## src/rtl/ibr_pkg.sv

```systemverilog
package ibr_pkg;

  localparam int unsigned IBR_SLOT_BITS   = 32;
  localparam int unsigned IBR_SAMPLE_BITS = 24;
  localparam int unsigned IBR_ADDR_VAL    = 1;
  localparam int unsigned IBR_LOAD_DELAY  = 2;
  localparam int unsigned IBR_LOAD_WIDTH  = 2;

  typedef struct packed {
    logic cs_n;
    logic load_n;
  } ibr_ctl_t;

endpackage

```

## src/rtl/ibr_rst_sync.sv

```systemverilog
module ibr_rst_sync #(
  parameter int unsigned STAGES = 2
) (
  input  logic clk,
  input  logic arst_n,
  output logic rst_n_o
);
  logic [STAGES-1:0] sync_q;
  logic [STAGES-1:0] sync_d;

  always_comb begin
    sync_d = {sync_q[STAGES-2:0], 1'b1};
  end

  always_ff @(posedge clk or negedge arst_n) begin
    if (!arst_n) sync_q <= '0;
    else         sync_q <= sync_d;
  end

  assign rst_n_o = sync_q[STAGES-1];
endmodule

```

## src/rtl/ibr_lr_tracker.sv

```systemverilog
module ibr_lr_tracker (
  input  logic clk,
  input  logic rst_n,
  input  logic lr_i,
  output logic rise_o,
  output logic change_o
);
  logic lr_q;
  logic lr_d;

  always_comb begin
    lr_d = lr_i;
  end

  // reset high so that an lrclk already high at release is not taken as an edge
  always_ff @(posedge clk or negedge rst_n) begin
    if (!rst_n) lr_q <= 1'b1;
    else        lr_q <= lr_d;
  end

  assign rise_o   = lr_i & ~lr_q;
  assign change_o = lr_i ^ lr_q;
endmodule

```

## src/rtl/ibr_slot_rewriter.sv

```systemverilog
module ibr_slot_rewriter #(
  parameter int unsigned SLOT_BITS   = 32,
  parameter int unsigned SAMPLE_BITS = 24,
  parameter int unsigned ADDR_VAL    = 1
) (
  input  logic clk,
  input  logic rst_n,
  input  logic change_i,
  input  logic sd_i,
  output logic sdo_o
);
  localparam int unsigned PAD   = SLOT_BITS - SAMPLE_BITS;
  localparam int unsigned IDX_W = $clog2(SLOT_BITS);
  localparam logic [PAD-1:0]   ADDR_BITS = PAD'(ADDR_VAL);
  localparam logic [IDX_W-1:0] PAD_IDX   = IDX_W'(PAD);
  localparam logic [IDX_W-1:0] LAST_IDX  = IDX_W'(SLOT_BITS - 1);

  logic [IDX_W-1:0] idx_q, idx_d, idx_cur;
  logic [PAD-1:0]   addr_sh;
  logic             sdo_q, sdo_d;

  always_comb begin
    idx_cur = change_i ? '0 : idx_q;
    addr_sh = ADDR_BITS << idx_cur;
    if (idx_cur < PAD_IDX)       sdo_d = addr_sh[PAD-1];
    else if (idx_cur == PAD_IDX) sdo_d = ~sd_i;
    else                         sdo_d = sd_i;
    idx_d = (idx_cur == LAST_IDX) ? '0 : idx_cur + 1'b1;
  end

  always_ff @(posedge clk or negedge rst_n) begin
    if (!rst_n) begin
      idx_q <= '0;
      sdo_q <= 1'b0;
    end else begin
      idx_q <= idx_d;
      sdo_q <= sdo_d;
    end
  end

  assign sdo_o = sdo_q;
endmodule

```

## src/rtl/ibr_frame_ctrl.sv

```systemverilog
module ibr_frame_ctrl
  import ibr_pkg::*;
#(
  parameter int unsigned FRAME_BITS = 64,
  parameter int unsigned LOAD_DELAY = 2,
  parameter int unsigned LOAD_WIDTH = 2
) (
  input  logic     clk,
  input  logic     rst_n,
  input  logic     rise_i,
  output ibr_ctl_t ctl_o
);
  localparam int unsigned LOAD_END = LOAD_DELAY + LOAD_WIDTH;
  localparam int unsigned BC_W = $clog2(FRAME_BITS + 1);
  localparam int unsigned LC_W = $clog2(LOAD_END + 1);
  localparam logic [BC_W-1:0] BC_FULL = BC_W'(FRAME_BITS - 1);
  localparam logic [BC_W-1:0] BC_SAT  = BC_W'(FRAME_BITS);
  localparam logic [LC_W-1:0] LC_ON   = LC_W'(LOAD_DELAY);
  localparam logic [LC_W-1:0] LC_OFF  = LC_W'(LOAD_END);
  localparam logic [LC_W-1:0] LC_ONE  = LC_W'(1);

  logic            started_q, started_d;
  logic [BC_W-1:0] bc_q, bc_d;
  logic [LC_W-1:0] lc_q, lc_d;
  logic            bc_en, lc_en, full_frame;
  ibr_ctl_t        ctl_q, ctl_d;

  always_comb begin
    full_frame = started_q && (bc_q == BC_FULL);
    started_d  = started_q | rise_i;
    bc_en      = rise_i || (bc_q != BC_SAT);
    bc_d       = rise_i ? '0 : bc_q + 1'b1;
    lc_en      = (rise_i && full_frame) || (lc_q != '0);
    if (rise_i && full_frame) lc_d = LC_ONE;
    else if (lc_q == LC_OFF)  lc_d = '0;
    else                      lc_d = lc_q + 1'b1;
    ctl_d.cs_n   = rise_i | ~started_q;
    ctl_d.load_n = ~((lc_q >= LC_ON) && (lc_q < LC_OFF));
  end

  always_ff @(posedge clk or negedge rst_n) begin
    if (!rst_n) begin
      started_q <= 1'b0;
      bc_q      <= BC_SAT;
      lc_q      <= '0;
      ctl_q     <= '{cs_n: 1'b1, load_n: 1'b1};
    end else begin
      started_q <= started_d;
      if (bc_en) bc_q <= bc_d;
      if (lc_en) lc_q <= lc_d;
      ctl_q <= ctl_d;
    end
  end

  assign ctl_o = ctl_q;
endmodule

```

## src/rtl/i2s_dac_chain_bridge.sv

```systemverilog
module i2s_dac_chain_bridge
  import ibr_pkg::*;
#(
  parameter int unsigned SLOT_BITS   = IBR_SLOT_BITS,
  parameter int unsigned SAMPLE_BITS = IBR_SAMPLE_BITS,
  parameter int unsigned ADDR_VAL    = IBR_ADDR_VAL,
  parameter int unsigned LOAD_DELAY  = IBR_LOAD_DELAY,
  parameter int unsigned LOAD_WIDTH  = IBR_LOAD_WIDTH,
  parameter int unsigned RST_STAGES  = 2
) (
  input  logic bclk,
  input  logic rst_n,
  input  logic lrclk,
  input  logic sdata,
  output logic spi_sclk,
  output logic spi_sdo,
  output logic spi_cs_n,
  output logic dac_load_n
);
  localparam int unsigned FRAME_BITS = 2 * SLOT_BITS;

  logic     rst_sync_n;
  logic     lr_rise, lr_change;
  ibr_ctl_t ctl;

  ibr_rst_sync #(.STAGES(RST_STAGES)) u_rst (
    .clk(bclk), .arst_n(rst_n), .rst_n_o(rst_sync_n)
  );

  ibr_lr_tracker u_lr (
    .clk(bclk), .rst_n(rst_sync_n), .lr_i(lrclk),
    .rise_o(lr_rise), .change_o(lr_change)
  );

  ibr_slot_rewriter #(
    .SLOT_BITS(SLOT_BITS), .SAMPLE_BITS(SAMPLE_BITS), .ADDR_VAL(ADDR_VAL)
  ) u_rw (
    .clk(bclk), .rst_n(rst_sync_n), .change_i(lr_change),
    .sd_i(sdata), .sdo_o(spi_sdo)
  );

  ibr_frame_ctrl #(
    .FRAME_BITS(FRAME_BITS), .LOAD_DELAY(LOAD_DELAY), .LOAD_WIDTH(LOAD_WIDTH)
  ) u_fc (
    .clk(bclk), .rst_n(rst_sync_n), .rise_i(lr_rise), .ctl_o(ctl)
  );

  assign spi_sclk   = ~bclk;
  assign spi_cs_n   = ctl.cs_n;
  assign dac_load_n = ctl.load_n;
endmodule

```

## config.mk

```make
export PLATFORM = sky130hd
export DESIGN_NAME = i2s_dac_chain_bridge
export DESIGN_NICKNAME = d
export VERILOG_FILES = /design/src/rtl/ibr_pkg.sv /design/src/rtl/ibr_rst_sync.sv /design/src/rtl/ibr_lr_tracker.sv /design/src/rtl/ibr_slot_rewriter.sv /design/src/rtl/ibr_frame_ctrl.sv /design/src/rtl/i2s_dac_chain_bridge.sv
export SDC_FILE = /design/constraint.sdc
export NUM_CORES = 1
export LEC_CHECK = 0
export ABC_AREA = 1
export BUFFER_PORTS_ARGS = -buffer_cell sky130_fd_sc_hd__buf_2
export CAP_MARGIN = 10
export CORE_MARGIN = 2
export CORE_UTILIZATION = 55
export DETAILED_ROUTE_END_ITERATION = 8
export GPL_TIMING_DRIVEN = 0
export PLACE_DENSITY = 0.78
export SLEW_MARGIN = 20
export SYNTH_ARGS = -nofsm -noshare
export SYNTH_HDL_FRONTEND = slang
export SYNTH_SLANG_ARGS = --single-unit
```

## constraint.sdc

```tcl
create_clock -name bclk -period 0.9 [get_ports bclk]
set_input_delay 0.135 -clock bclk [delete_from_list [all_inputs] [get_ports bclk]]
set_output_delay 0.135 -clock bclk [all_outputs]
set_load 0.01 [all_outputs]
```

# Word level (Yosys, flattened, before mapping)
# Cells that the tools add are included.
dict set report classes {
  addsub 3
  n_lt_le_gt_ge 3
  n_eq_ne 5
  n_shift 1
  mux 7
  bitwise_logic 9
  n_reduce_logical 6
}
# cell count
set op_table {}
lappend op_table {{$mux W5} 2}
lappend op_table {{$shl A1 B5 Y8 const A} 1}
lappend op_table {{$add A7 B1 Y7 const B} 1}
lappend op_table {{$eq A7 B6 Y1 const B} 1}
lappend op_table {{$mux W7} 1}
lappend op_table {{$ne A7 B7 Y1 const B} 1}
lappend op_table {{$mux W3} 2}
lappend op_table {{$add A5 B1 Y5 const B} 1}
lappend op_table {{$eq A5 B4 Y1 const B} 1}
lappend op_table {{$eq A5 B5 Y1 const B} 1}
lappend op_table {{$lt A5 B4 Y1 const B} 1}
lappend op_table {{$not A1 Y1} 5}
lappend op_table {{$add A3 B1 Y3 const B} 1}
lappend op_table {{$eq A3 B3 Y1 const B} 1}
lappend op_table {{$ge A3 B2 Y1 const B} 1}
lappend op_table {{$logic_and A1 B1 Y1} 3}
lappend op_table {{$lt A3 B3 Y1 const B} 1}
lappend op_table {{$reduce_bool A3 Y1} 1}
lappend op_table {{$logic_or A1 B1 Y1} 2}
lappend op_table {{$mux W1} 2}
lappend op_table {{$or A1 B1 Y1} 2}
lappend op_table {{$and A1 B1 Y1} 1}
lappend op_table {{$xor A1 B1 Y1} 1}
dict set report word_totals {
  regBits 22
  input_bits 4
  out_inout_bits 4
  word_cells 43
}

# Logic depth before layout (Yosys ltp)
dict set report depth {
  ltp_word 5
  ltp_mapped 9
  mapped_depth_nobuf 9
}

# By module
# Synthesis repeated with hierarchy kept, for this count alone.
dict set report hier_totals {
  cells_unflattened 137
  area_unflattened_um2 1126.1
}
# mod n_inst cells_per_inst area_each_um2 seq_area_each_um2
set modules_own_cells {}
lappend modules_own_cells {ibr_frame_ctrl 1 89 704.4 329.1}
lappend modules_own_cells {ibr_slot_rewriter 1 40 317.8 150.1}
lappend modules_own_cells {ibr_rst_sync 1 3 53.8 50.0}
lappend modules_own_cells {ibr_lr_tracker 1 4 46.3 26.3}
lappend modules_own_cells {i2s_dac_chain_bridge 1 1 3.8 0.0}

==> impl_metrics.tcl <==
set metrics [dict create \
    synth_top_area_share_pct 42.0 \
    grt_setup_unrepaired "true" \
    antenna_left 0 \
    cts_buffers 3 \
    crit_fanout 4 \
    yosysUniqueCellTypes 22 \
    io_pins 8 \
    setup_viol 21 \
    grt_pass1_vias 964 \
    syn-mean-instance-area_um2 8.65 \
    wl_um 3220 \
    yosysWarnings 0 \
    end_kind "flip-flop" \
    m1WireLength_um 1300 \
    hp-class "input port to flip-flop" \
    cap_violations 0 \
    cpPeakStageDelay_ns 0.55 \
    grt_pass1_wl_um 4160 \
    slowest_stage "dfstp_2" \
    holdPathStages 4 \
    ys_async_sr_fraction_pct 100 \
    arrival_ns 1.83 \
    synth-simple-area-share_pct 27.0 \
    finalWorstSetupSlack_ns -0.781 \
    ys_ff_latch 22 \
    crit_top_cell "inv_2" \
    met2_length_um 1580 \
    vias_per_cell 5.65 \
    hold_ws_ns 0.142 \
    cts_tree "yes" \
    core_um2 1780 \
    worstPathRequired_ns 1.05 \
    synth_fa_ha_area_share_pct 8.17 \
    drc 0 \
    die_area_um2 2320 \
    post_dp_cell_area_um2 1190 \
    synth_common_cells "nand2_1, inv_1, dfrtp_1, nor2_1" \
    reg2reg_from "u_lr.lr_q" \
    track_usage_pct 27.3 \
    synthMuxAreaShare_pct 0 \
    start_util_pct 60.1 \
    vias 1062 \
    period_minus_slack_ns 1.68 \
    path_class "flip-flop to flip-flop" \
    startpoint_type "flip-flop" \
    final_area_um2 1640 \
    yosys_most_used_dff "dfrtp_1" \
    critPathTopFamily "adder cells" \
    clk_path_buf_depth 2 \
    peakVddDrop_uv 2170 \
    finalMaxSlewViolations 0 \
    clk_latency_ns 0.65 \
    final_net_count 175 \
    finalNonFillerCells 188 \
    synth_edf_count 0 \
    reg2reg_to "u_rw.idx_q[3]" \
    die_h_um 48.2 \
    dr.pass1.iters 4 \
    synth_xor_area_share_pct 0.817 \
    path_cells "inv_2 -> ha_4 -> nand2_2 -> inv_2 -> ha_4 -> inv_2 -> nor3_2 -> ha_2 -> a21oi_1" \
    synthToLayoutAreaGrowth_pct 52.6 \
    synth_area_um2 1070 \
    drt_iter0_drc 61 \
    cp_num_buf_inv 3 \
    grt_overflow_total 0 \
    die_w_um 48.2 \
    yosys.area.top_type "dfrtp_1" \
    finClkSkew_ns 0.398 \
    dr.max_layer_used "met4" \
    hold_viol 0 \
    antenna_found_initial 0 \
    layout_worst_path_cycle_share_pct 187 \
    synthTopCellsByArea "dfrtp_1, nand2_1, dfstp_2, ha_1, inv_1" \
    p_per_area_nw_per_um2 2270 \
    drive_gt1_share_pct 48.5 \
    rrSetupSlack_ns -0.78 \
    grt_max_degree 21 \
    dpl.hpwl_um 1340 \
    synth_top_family_by_area "simple AND/OR/NAND/NOR gates" \
    yosysMostFrequentCell "nand2_1" \
    synth-compound-area-share_pct 3.73 \
    reg2reg_depth 9 \
    dp_cells 156 \
    synth_cells 124 \
    clk_pin_slew_worst_paths_ns 0.12 \
    whs_endpoint "u_fc.bc_q[6]" \
    max_freq_ghz 0.595 \
    wl_per_cell_um 17.1 \
    hp-start "lrclk" \
    met3WireLength_um 244 \
    root_buffer "clkbuf_4" \
    synth_nets 135 \
    cts_max_level 1 \
    io_buffers 7 \
    ys_seq_area_share_pct 51.8 \
    status "finished, violations left" \
    violations "negative setup slack" \
    place.gp.congestion 0.861 \
    num_rows 15 \
    p_leak_nw 0.836 \
    num_antenna_cells 0 \
]
-- tightest hold or removal path: cells and delay by family --
family,cells,cell delay [ns]
and+or+nand+nor,1,0.03
buffers and inverters,2,0.24
adders and majority gates,1,0.18
-- per-stage QoR --
stage | worst slack, ns | power, mW | utilization [%] | setup TNS (ns)
2_1_floorplan | -0.642 | 1.60 | - | -4.32
3_3_place_gp | -0.682 | 1.71 | 66.8 | -5.33
3_5_place_dp | -0.724 | 1.74 | 66.8 | -5.99
4_1_cts | -0.726 | 3.22 | 85.2 | -6.84
5_1_grt | -0.831 | 3.88 | 91.8 | -8.78
6_report | -0.781 | 3.72 | 91.8 | -8.02
-- placed cells by master, fill, tap and decap left out, drive strengths merged --
cell,n
clkbuf,2
dfstp,4
inv,22
dlygate4sd3,3
a21oi,4
dfrtp,18
nand3,7
buf,33
ha,7
or2,1
nand4,7
conb,1
o21ai,4
xnor2,1
nand2,32
nor3,4
nor2,11
clkinv,2
-- worst max path at each step --
stage | from | end | slack (ns) | depth (start not counted)
2_1_floorplan | u_lr.lr_q | u_rw.idx_q[4] | -0.64 | 8
3_3_place_gp | u_lr.lr_q | u_rw.idx_q[4] | -0.68 | 8
3_5_place_dp | u_lr.lr_q | u_rw.idx_q[2] | -0.72 | 9
4_1_cts | u_lr.lr_q | u_rw.idx_q[2] | -0.73 | 9
5_1_grt | u_lr.lr_q | u_rw.idx_q[3] | -0.83 | 6
6_report | u_lr.lr_q | u_rw.idx_q[3] | -0.78 | 9
-- registers in the layout, indices dropped and copies added, names as in the netlist --
register and cells:
u_fc.started_q 1, u_lr.lr_q 1, u_fc.lc_q 3, u_fc.bc_q 7, u_fc.ctl_o 2, u_rw.sdo_o 1, u_rw.idx_q 5, u_rst.sync_q 2
-- area by class of cell --
class	count	area (um^2)
sequential	22	561
buffer	1	11.3
clock inverter	2	10.0
inverter	21	93.8
timing repair buffer	26	234
fill	62	146
clock buffer	11	113
tap	25	31.3
multi-input combinational	79	574
timing repair inverter	1	8.76
-- per-layer routing --
metal | GRT usage, % | vias up
li1 | - | 466
met1 | 33.2 | 524
met2 | 42.4 | 61
met3 | 7.78 | 11
met4 | 17.3 | 0
met5 | 0 | -
-- timing repair --
item,4_1_cts,5_1_grt
hold endpoints to repair,3,0
endpoints found under the setup margin,22,35
hold buffers,3,0
gates resized for setup,35,22
pin swaps,14,9
buffers inserted,16,8
gates cloned,2,0
-- where the power goes --
group / total [mW] / leakage, nW / internal [mW] / switching [mW]
logic: 0.955 / 0.493 / 0.464 / 0.491
registers: 1.32 / 0.270 / 1.12 / 0.199
clock network: 1.45 / 0.0724 / 0.862 / 0.588
-- kinds of logic (layout without fill, tap and decap cells) --
kind of cell | after synthesis | after routing
and+or+nand+nor | 62 | 62
buffers and inverters | 23 | 62
DFF | 22 | 22
AOI/OAI and AO/OA | 8 | 8
adders and majority gates | 7 | 7
other | 1 | 1
xor gates and xnor gates | 1 | 1
(Power assumes the default switching activity.)
